`src/rtl/intc_dec_pkg.sv`:
```
// Shared types for the interrupt controller register decoder.
package intc_dec_pkg;
    // Decoded register class of one access.
    typedef enum logic [2:0] {
        RG_BAD   = 3'd0,
        RG_PRIO  = 3'd1,
        RG_PEND  = 3'd2,
        RG_EN    = 3'd3,
        RG_THR   = 3'd4,
        RG_CLAIM = 3'd5
    } rg_kind_t;
endpackage

```
`src/rtl/intc_addr_decode.sv`:
```
// Address decoder: classifies a byte address into a register class and
// extracts the source/context index and the enable word index.
// Assumes strides are powers of two and windows do not overlap.
module intc_addr_decode
    import intc_dec_pkg::*;
#(
    parameter int          ADDR_W     = 16,
    parameter int          NSRC       = 40,
    parameter int          NCTX       = 2,
    parameter logic [31:0] PRIO_BASE  = 32'h0000,
    parameter logic [31:0] PEND_BASE  = 32'h1000,
    parameter logic [31:0] EN_BASE    = 32'h2000,
    parameter logic [31:0] EN_STRIDE  = 32'h0080,
    parameter logic [31:0] CTX_BASE   = 32'h4000,
    parameter logic [31:0] CTX_STRIDE = 32'h1000,
    parameter int          IDX_W      = 6,
    parameter int          WD_W       = 1
) (
    input  logic [ADDR_W-1:0] addr,
    output rg_kind_t          kind,
    output logic [IDX_W-1:0]  idx,
    output logic [WD_W-1:0]   word
);
    localparam int          NWORDS    = (NSRC + 1 + 31) / 32;
    localparam int          EN_SH     = $clog2(EN_STRIDE);
    localparam int          CTX_SH    = $clog2(CTX_STRIDE);
    localparam logic [31:0] PRIO_SPAN = 32'(NSRC * 4);
    localparam logic [31:0] PEND_SPAN = 32'(NWORDS * 4);
    localparam logic [31:0] EN_SPAN   = 32'(NCTX) * EN_STRIDE;
    localparam logic [31:0] CTX_SPAN  = 32'(NCTX) * CTX_STRIDE;

    logic [31:0] a32, p_off, q_off, e_off, c_off, e_word, c_inner;

    assign a32     = 32'(addr);
    assign p_off   = a32 - PRIO_BASE;
    assign q_off   = a32 - PEND_BASE;
    assign e_off   = a32 - EN_BASE;
    assign c_off   = a32 - CTX_BASE;
    assign e_word  = (e_off & (EN_STRIDE - 32'd1)) >> 2;
    assign c_inner = c_off & (CTX_STRIDE - 32'd1);

    // Window selection; offsets wrap below a base so one compare suffices.
    always_comb begin
        kind = RG_BAD;
        idx  = '0;
        word = '0;
        if (a32[1:0] != 2'b00) begin
            kind = RG_BAD;
        end else if (p_off < PRIO_SPAN) begin
            kind = RG_PRIO;
            idx  = IDX_W'(p_off >> 2) + IDX_W'(1);
        end else if (q_off < PEND_SPAN) begin
            kind = RG_PEND;
            word = WD_W'(q_off >> 2);
        end else if (e_off < EN_SPAN) begin
            idx  = IDX_W'(e_off >> EN_SH);
            word = WD_W'(e_word);
            if (e_word < 32'(NWORDS)) kind = RG_EN;
        end else if (c_off < CTX_SPAN) begin
            idx = IDX_W'(c_off >> CTX_SH);
            if (c_inner == 32'd0)      kind = RG_THR;
            else if (c_inner == 32'd4) kind = RG_CLAIM;
        end
    end
endmodule

```
`src/rtl/intc_strobe_gen.sv`:
```
// Strobe generator: turns an accepted, decoded access into core strobes
// and the error flag. Assumes 'fire' is high for one cycle per transaction.
module intc_strobe_gen
    import intc_dec_pkg::*;
#(
    parameter int ID_W     = 6,
    parameter int CTX_W    = 1,
    parameter int IDX_W    = 6,
    parameter int PRIO_W   = 3,
    parameter int MAX_PRIO = 5
) (
    input  logic              fire,
    input  logic              write,
    input  logic [31:0]       wdata,
    input  rg_kind_t          kind,
    input  logic [IDX_W-1:0]  idx,
    output logic              acc_err,
    output logic              prio_we,
    output logic              en_we,
    output logic              thr_we,
    output logic              claim_stb,
    output logic              cmpl_stb,
    output logic [ID_W-1:0]   core_src,
    output logic [CTX_W-1:0]  core_ctx,
    output logic [PRIO_W-1:0] prio_val,
    output logic [PRIO_W-1:0] thr_val
);
    logic thr_ok;

    // Threshold acceptance uses the whole data word.
    assign thr_ok = (wdata <= 32'(MAX_PRIO));

    // Error: undecoded address or a write into the read-only pending window.
    assign acc_err = (kind == RG_BAD) || (write && (kind == RG_PEND));

    // One strobe per class, only in the accept cycle.
    assign prio_we   = fire && write  && (kind == RG_PRIO);
    assign en_we     = fire && write  && (kind == RG_EN);
    assign thr_we    = fire && write  && (kind == RG_THR) && thr_ok;
    assign claim_stb = fire && !write && (kind == RG_CLAIM);
    assign cmpl_stb  = fire && write  && (kind == RG_CLAIM);

    // Index and value fields for the core.
    assign core_src = (kind == RG_CLAIM) ? wdata[ID_W-1:0] : ID_W'(idx);
    assign core_ctx = CTX_W'(idx);
    assign prio_val = wdata[PRIO_W-1:0];
    assign thr_val  = wdata[PRIO_W-1:0];
endmodule

```
`src/rtl/intc_rdata_mux.sv`:
```
// Read data selector: picks the core-held value for a decoded read.
// Assumes the decoder only produces in-range indices for valid classes.
module intc_rdata_mux
    import intc_dec_pkg::*;
#(
    parameter int NSRC   = 40,
    parameter int NCTX   = 2,
    parameter int NWORDS = 2,
    parameter int PRIO_W = 3,
    parameter int ID_W   = 6,
    parameter int IDX_W  = 6,
    parameter int WD_W   = 1
) (
    input  rg_kind_t                   kind,
    input  logic [IDX_W-1:0]           idx,
    input  logic [WD_W-1:0]            word,
    input  logic [NSRC*PRIO_W-1:0]     prio_rd,
    input  logic [NWORDS*32-1:0]       pend_rd,
    input  logic [NCTX*NWORDS*32-1:0]  en_rd,
    input  logic [NCTX*PRIO_W-1:0]     thr_rd,
    input  logic [ID_W-1:0]            claim_id,
    output logic [31:0]                rd
);
    // Select by class; priority entries are stored from source 1 upward.
    always_comb begin
        int s, c, w;
        s  = int'(idx) - 1;
        c  = int'(idx);
        w  = int'(word);
        rd = '0;
        case (kind)
            RG_PRIO:  rd = 32'(prio_rd[s*PRIO_W +: PRIO_W]);
            RG_PEND:  rd = pend_rd[w*32 +: 32];
            RG_EN:    rd = en_rd[(c*NWORDS + w)*32 +: 32];
            RG_THR:   rd = 32'(thr_rd[c*PRIO_W +: PRIO_W]);
            RG_CLAIM: rd = 32'(claim_id);
            default:  rd = '0;
        endcase
    end
endmodule

```
`src/rtl/intc_reg_decoder.sv`:
```
// Register decoder for a platform interrupt controller core.
// Accepts one request when idle, strobes the core in that cycle, and
// acknowledges with data in the next. Strides must be powers of two.
module intc_reg_decoder
    import intc_dec_pkg::*;
#(
    parameter int          ADDR_W     = 16,
    parameter int          NSRC       = 40,
    parameter int          NCTX       = 2,
    parameter int          PRIO_W     = 3,
    parameter int          MAX_PRIO   = 5,
    parameter logic [31:0] PRIO_BASE  = 32'h0000,
    parameter logic [31:0] PEND_BASE  = 32'h1000,
    parameter logic [31:0] EN_BASE    = 32'h2000,
    parameter logic [31:0] EN_STRIDE  = 32'h0080,
    parameter logic [31:0] CTX_BASE   = 32'h4000,
    parameter logic [31:0] CTX_STRIDE = 32'h1000,
    localparam int ID_W   = $clog2(NSRC + 1),
    localparam int NWORDS = (NSRC + 1 + 31) / 32,
    localparam int CTX_W  = (NCTX > 1) ? $clog2(NCTX) : 1,
    localparam int WD_W   = (NWORDS > 1) ? $clog2(NWORDS) : 1
) (
    input  logic                       clk,
    input  logic                       rst_n,
    input  logic                       req_valid,
    input  logic                       req_write,
    input  logic [ADDR_W-1:0]          req_addr,
    input  logic [31:0]                req_wdata,
    output logic                       req_ready,
    output logic [31:0]                resp_rdata,
    output logic                       resp_err,
    output logic                       prio_we,
    output logic                       en_we,
    output logic                       thr_we,
    output logic                       claim_stb,
    output logic                       cmpl_stb,
    output logic [ID_W-1:0]            core_src,
    output logic [CTX_W-1:0]           core_ctx,
    output logic [WD_W-1:0]            core_word,
    output logic [31:0]                core_wdata,
    output logic [PRIO_W-1:0]          prio_val,
    output logic [PRIO_W-1:0]          thr_val,
    input  logic [NSRC*PRIO_W-1:0]     prio_rd,
    input  logic [NWORDS*32-1:0]       pend_rd,
    input  logic [NCTX*NWORDS*32-1:0]  en_rd,
    input  logic [NCTX*PRIO_W-1:0]     thr_rd,
    input  logic [ID_W-1:0]            claim_id
);
    localparam int IDX_W = (ID_W > CTX_W) ? ID_W : CTX_W;

    rg_kind_t         kind;
    logic [IDX_W-1:0] idx;
    logic [31:0]      rd;
    logic             acc_err, fire, ack_q, err_q;
    logic [31:0]      rdata_q;

    // Accept only while no acknowledge is pending.
    assign fire = req_valid && !ack_q;

    intc_addr_decode #(
        .ADDR_W(ADDR_W), .NSRC(NSRC), .NCTX(NCTX),
        .PRIO_BASE(PRIO_BASE), .PEND_BASE(PEND_BASE),
        .EN_BASE(EN_BASE), .EN_STRIDE(EN_STRIDE),
        .CTX_BASE(CTX_BASE), .CTX_STRIDE(CTX_STRIDE),
        .IDX_W(IDX_W), .WD_W(WD_W)
    ) u_dec (
        .addr(req_addr), .kind(kind), .idx(idx), .word(core_word)
    );

    intc_strobe_gen #(
        .ID_W(ID_W), .CTX_W(CTX_W), .IDX_W(IDX_W),
        .PRIO_W(PRIO_W), .MAX_PRIO(MAX_PRIO)
    ) u_stb (
        .fire(fire), .write(req_write), .wdata(req_wdata),
        .kind(kind), .idx(idx), .acc_err(acc_err),
        .prio_we(prio_we), .en_we(en_we), .thr_we(thr_we),
        .claim_stb(claim_stb), .cmpl_stb(cmpl_stb),
        .core_src(core_src), .core_ctx(core_ctx),
        .prio_val(prio_val), .thr_val(thr_val)
    );

    intc_rdata_mux #(
        .NSRC(NSRC), .NCTX(NCTX), .NWORDS(NWORDS), .PRIO_W(PRIO_W),
        .ID_W(ID_W), .IDX_W(IDX_W), .WD_W(WD_W)
    ) u_mux (
        .kind(kind), .idx(idx), .word(core_word),
        .prio_rd(prio_rd), .pend_rd(pend_rd), .en_rd(en_rd),
        .thr_rd(thr_rd), .claim_id(claim_id), .rd(rd)
    );

    // Acknowledge state and registered response.
    always_ff @(posedge clk) begin
        if (!rst_n) begin
            ack_q   <= 1'b0;
            err_q   <= 1'b0;
            rdata_q <= '0;
        end else if (ack_q) begin
            ack_q <= 1'b0;
        end else if (req_valid) begin
            ack_q   <= 1'b1;
            err_q   <= acc_err;
            rdata_q <= (req_write || acc_err) ? 32'd0 : rd;
        end
    end

    assign req_ready  = ack_q;
    assign resp_rdata = rdata_q;
    assign resp_err   = err_q;
    assign core_wdata = req_wdata;
endmodule

```
`config.mk`:
```
export PLATFORM = sky130hd
export DESIGN_NAME = intc_reg_decoder
export DESIGN_NICKNAME = d
export VERILOG_FILES = /design/src/rtl/intc_dec_pkg.sv /design/src/rtl/intc_addr_decode.sv /design/src/rtl/intc_strobe_gen.sv /design/src/rtl/intc_rdata_mux.sv /design/src/rtl/intc_reg_decoder.sv
export SDC_FILE = /design/constraint.sdc
export NUM_CORES = 1
export LEC_CHECK = 0
export ABC_AREA = 1
export BUFFER_PORTS_ARGS = -buffer_cell sky130_fd_sc_hd__buf_2
export CORE_AREA = 4 4 178 180
export CTS_CLUSTER_DIAMETER = 150
export DETAILED_ROUTE_END_ITERATION = 8
export DIE_AREA = 0 0 182 184
export GPL_TIMING_DRIVEN = 0
export PLACE_DENSITY = 0.58
export SETUP_SLACK_MARGIN = 0.3
export SYNTH_ARGS = -nofsm -noshare
export SYNTH_HDL_FRONTEND = slang
export SYNTH_SLANG_ARGS = --single-unit
```
`constraint.sdc`:
```
create_clock -name clk -period 6.8 [get_ports clk]
set_input_delay 0 -clock clk [delete_from_list [all_inputs] [get_ports clk]]
set_output_delay 0 -clock clk [all_outputs]
set_load 0.01 [all_outputs]
```
==> flow_summary.json <==
{
  "cp.arrival_ps": 6220,
  "grt-ovfl-total": 0,
  "min_period_ps": 6000,
  "ios": 461,
  "place_congestion": 1.01,
  "first_pass_iters": 6,
  "fin_cells": 2441,
  "max_freq_mhz": 167,
  "ys_top_cells_by_area": "nand3_1 19%, nand2_1 17%, dfxtp_1 8.3%, a21oi_1 7.0%, o21ai_0 6.9%",
  "dpl_cell_area_mm2": 0.0110,
  "area_growth_pct": 37.6,
  "io_buffers": 460,
  "nets": 2435,
  "rsz0062_at_grt": "false",
  "critPathMostFrequentCell": "nand2_1",
  "antenna_found_initial": 5,
  "tightest_slew_ps": 908,
  "drc_errors": 0,
  "post-place-ws_ps": -800,
  "core_area_mm2": 0.0302,
  "drive_gt1_frac": 0.301,
  "synth_area_mm2": 0.00817,
  "final_common_cell": "buf_2",
  "netlist.area_leader.share": 0.187,
  "p_per_area_mw_per_mm2": 108,
  "outcome": "finished, final reports clean",
  "grt_pass1_vias": 13000,
  "hold_violations": 0,
  "cts_made_buffers": 5,
  "final_util": 0.372,
  "synthCells": 1570,
  "cts_root_buffer": "clkbuf_16",
  "die_h_um": 184,
  "leakage_nw": 5.58,
  "seq_area_frac_synth": 0.0833,
  "syn_area_per_cell_um2": 5.20,
  "crit_path_max_fanout": 10,
  "worstSetupStartpointType": "input port",
  "maxCapViolations": 0,
  "final_cell_mix": "496 x buf_2, 372 x nand2_1, 305 x nand3_1, 148 x nor2_1, 113 x a21oi_1",
  "clkLatencyLatePin_ps": 280,
  "critPathKind": "in2reg",
  "syn-num-nets": 1965,
  "wl_mm": 55.7,
  "slowest_delay_ps": 400,
  "vias": 13300,
  "cts.clk_slew.worst_paths_ps": 60,
  "setup_tns_ps": 0,
  "viasPerCell": 5.46,
  "die-width_um": 182,
  "h-tree-depth": 2,
  "grt_usage": 0.306,
  "cts_tree": "done",
  "setup_ws_ps": 797,
  "ctsHoldBuffers": 0,
  "setup_viol": 0,
  "dp_cells": 2426,
  "cts_sinks": 34,
  "ant_nets": 0,
  "crit_required_ps": 7020,
  "dp.final_hpwl_mm": 45.9,
  "drt-initial-drc-count": 1195,
  "crit_path_top_delay_cell": "fa_1",
  "fill_cells": 3568,
  "grt_pass1_wl_mm": 78.4,
  "post_drt_wl_per_cell_um": 22.8,
  "ys_ff_latch": 34,
  "maxSlewHeadroom": 0.395,
  "ir_worst_vdd_v": 0.0000871,
  "fin_crit_sh": 0.883,
  "clockBufferDepth": 2,
  "die_area_mm2": 0.0335,
  "initial_core_util": 0.271,
  "final_cell_area_mm2": 0.0112,
  "grt_max_degree": 13,
  "fin_skew_ps": 2.76,
  "yosys_warnings": 0,
  "drv_slew": 0,
  "min_path_type": "in2reg",
  "synth.distinct_cells": 44,
  "num_rows": 64,
  "end_kind": "register",
  "yosysTopAreaCell": "nand3_1"
}
==> cell families (layout without fill, tap and decap cells) <==
| group | after synthesis | after routing | synth area share |
|---|---|---|---|
| AO/OA/AOI/OAI | 314 | 314 | 0.214 |
| flip-flops | 34 | 34 | 0.0833 |
| AND/OR/NAND/NOR | 923 | 923 | 0.505 |
| adder cells (fa/ha/maj) | 19 | 19 | 0.0300 |
| other | 0 | 4 | 0 |
| XOR/XNOR | 11 | 11 | 0.0118 |
| buffers and inverters | 269 | 740 | 0.156 |
==> power breakdown <==
| part | switching, mW | total (mW) | internal [mW] |
|---|---|---|---|
| clock | 0.0954 | 0.306 | 0.211 |
| combinational | 0.449 | 0.704 | 0.255 |
| sequential | 0.000494 | 0.200 | 0.200 |
| total | 0.545 | 1.21 | 0.665 |
==> critical path, delay by kind of cell <==
family                   cells  cell delay (ps)
AND/OR/NAND/NOR             18             1840
buffers and inverters       11             1570
adder cells (fa/ha/maj)      5             1450
AO/OA/AOI/OAI                6             1320
==> repair_timing <==
action	in CTS	in global routing
gates resized for setup	7	12
buffers inserted	0	3
endpoints found under the setup margin	3	3
pin swaps	0	2
==> cells in the mapped netlist (all sizes together) <==
cell type,n
o211ai,7
xor2,10
nor4,8
or2,18
nand2,379
xnor2,1
nand3b,4
nor3,12
ha,18
dfxtp,34
a22oi,1
o22ai,18
o21ai,133
buf,98
and2,1
o311ai,1
o32a,1
a211oi,1
nand3,309
nand4,39
fa,1
inv,110
o21a,26
a31oi,4
clkbuf,56
a21oi,116
clkinv,5
o31ai,6
nor2,153
==> per-stage QoR <==
stage               total power, mW  hold WS [ps]
detailed placement            0.885           289
floorplan                     0.579          54.4
global placement              0.884           286
finish                         1.21          46.4
global route                   1.27          47.6
CTS                            1.19          37.2
==> routing by layer <==
metal / global-route usage / part of all wire / wire [um] / up-vias
met3: 0.0665 / 0.096 / 5340 / 188
met4: 0.178 / 0.066 / 3660 / 2
met2: 0.536 / 0.48 / 26700 / 832
met1: 0.343 / 0.36 / 20000 / 6091
met5: 0 / 0.00023 / 13 / -
li1: - / - / - / 6204
==> worst paths after layout <==
path                               from                          end  slack, ps  cells past startpoint
max reg2reg        req_ready$_SDFF_PP0_  resp_rdata[28]$_SDFFE_PN0P_       4860                      6
min                               rst_n  resp_rdata[23]$_SDFFE_PN0P_         50                      3
min reg2reg  resp_rdata[4]$_SDFFE_PN0P_   resp_rdata[4]$_SDFFE_PN0P_        460                      2
max                        req_addr[14]   resp_rdata[2]$_SDFFE_PN0P_        800                     40
==> area by class of cell <==
class / instances / area, um^2 / share of cell area
antenna: 4 / 10.0 / 0.000891
buffer: 154 / 860 / 0.0765
clock buffer: 5 / 125 / 0.0111
clock inverter: 3 / 68.8 / 0.00612
inverter: 115 / 434 / 0.0386
multi-input combinational: 1267 / 6240 / 0.555
sequential: 34 / 681 / 0.0606
tap: 396 / 495 / 0.0441
timing repair buffer: 463 / 2320 / 0.207
==> registers in the layout, indices dropped and copies added (netlist names) <==
register	cells
resp_rdata	32
resp_err	1
req_ready	1
Note: power is estimated with default switching activity, not from simulation.
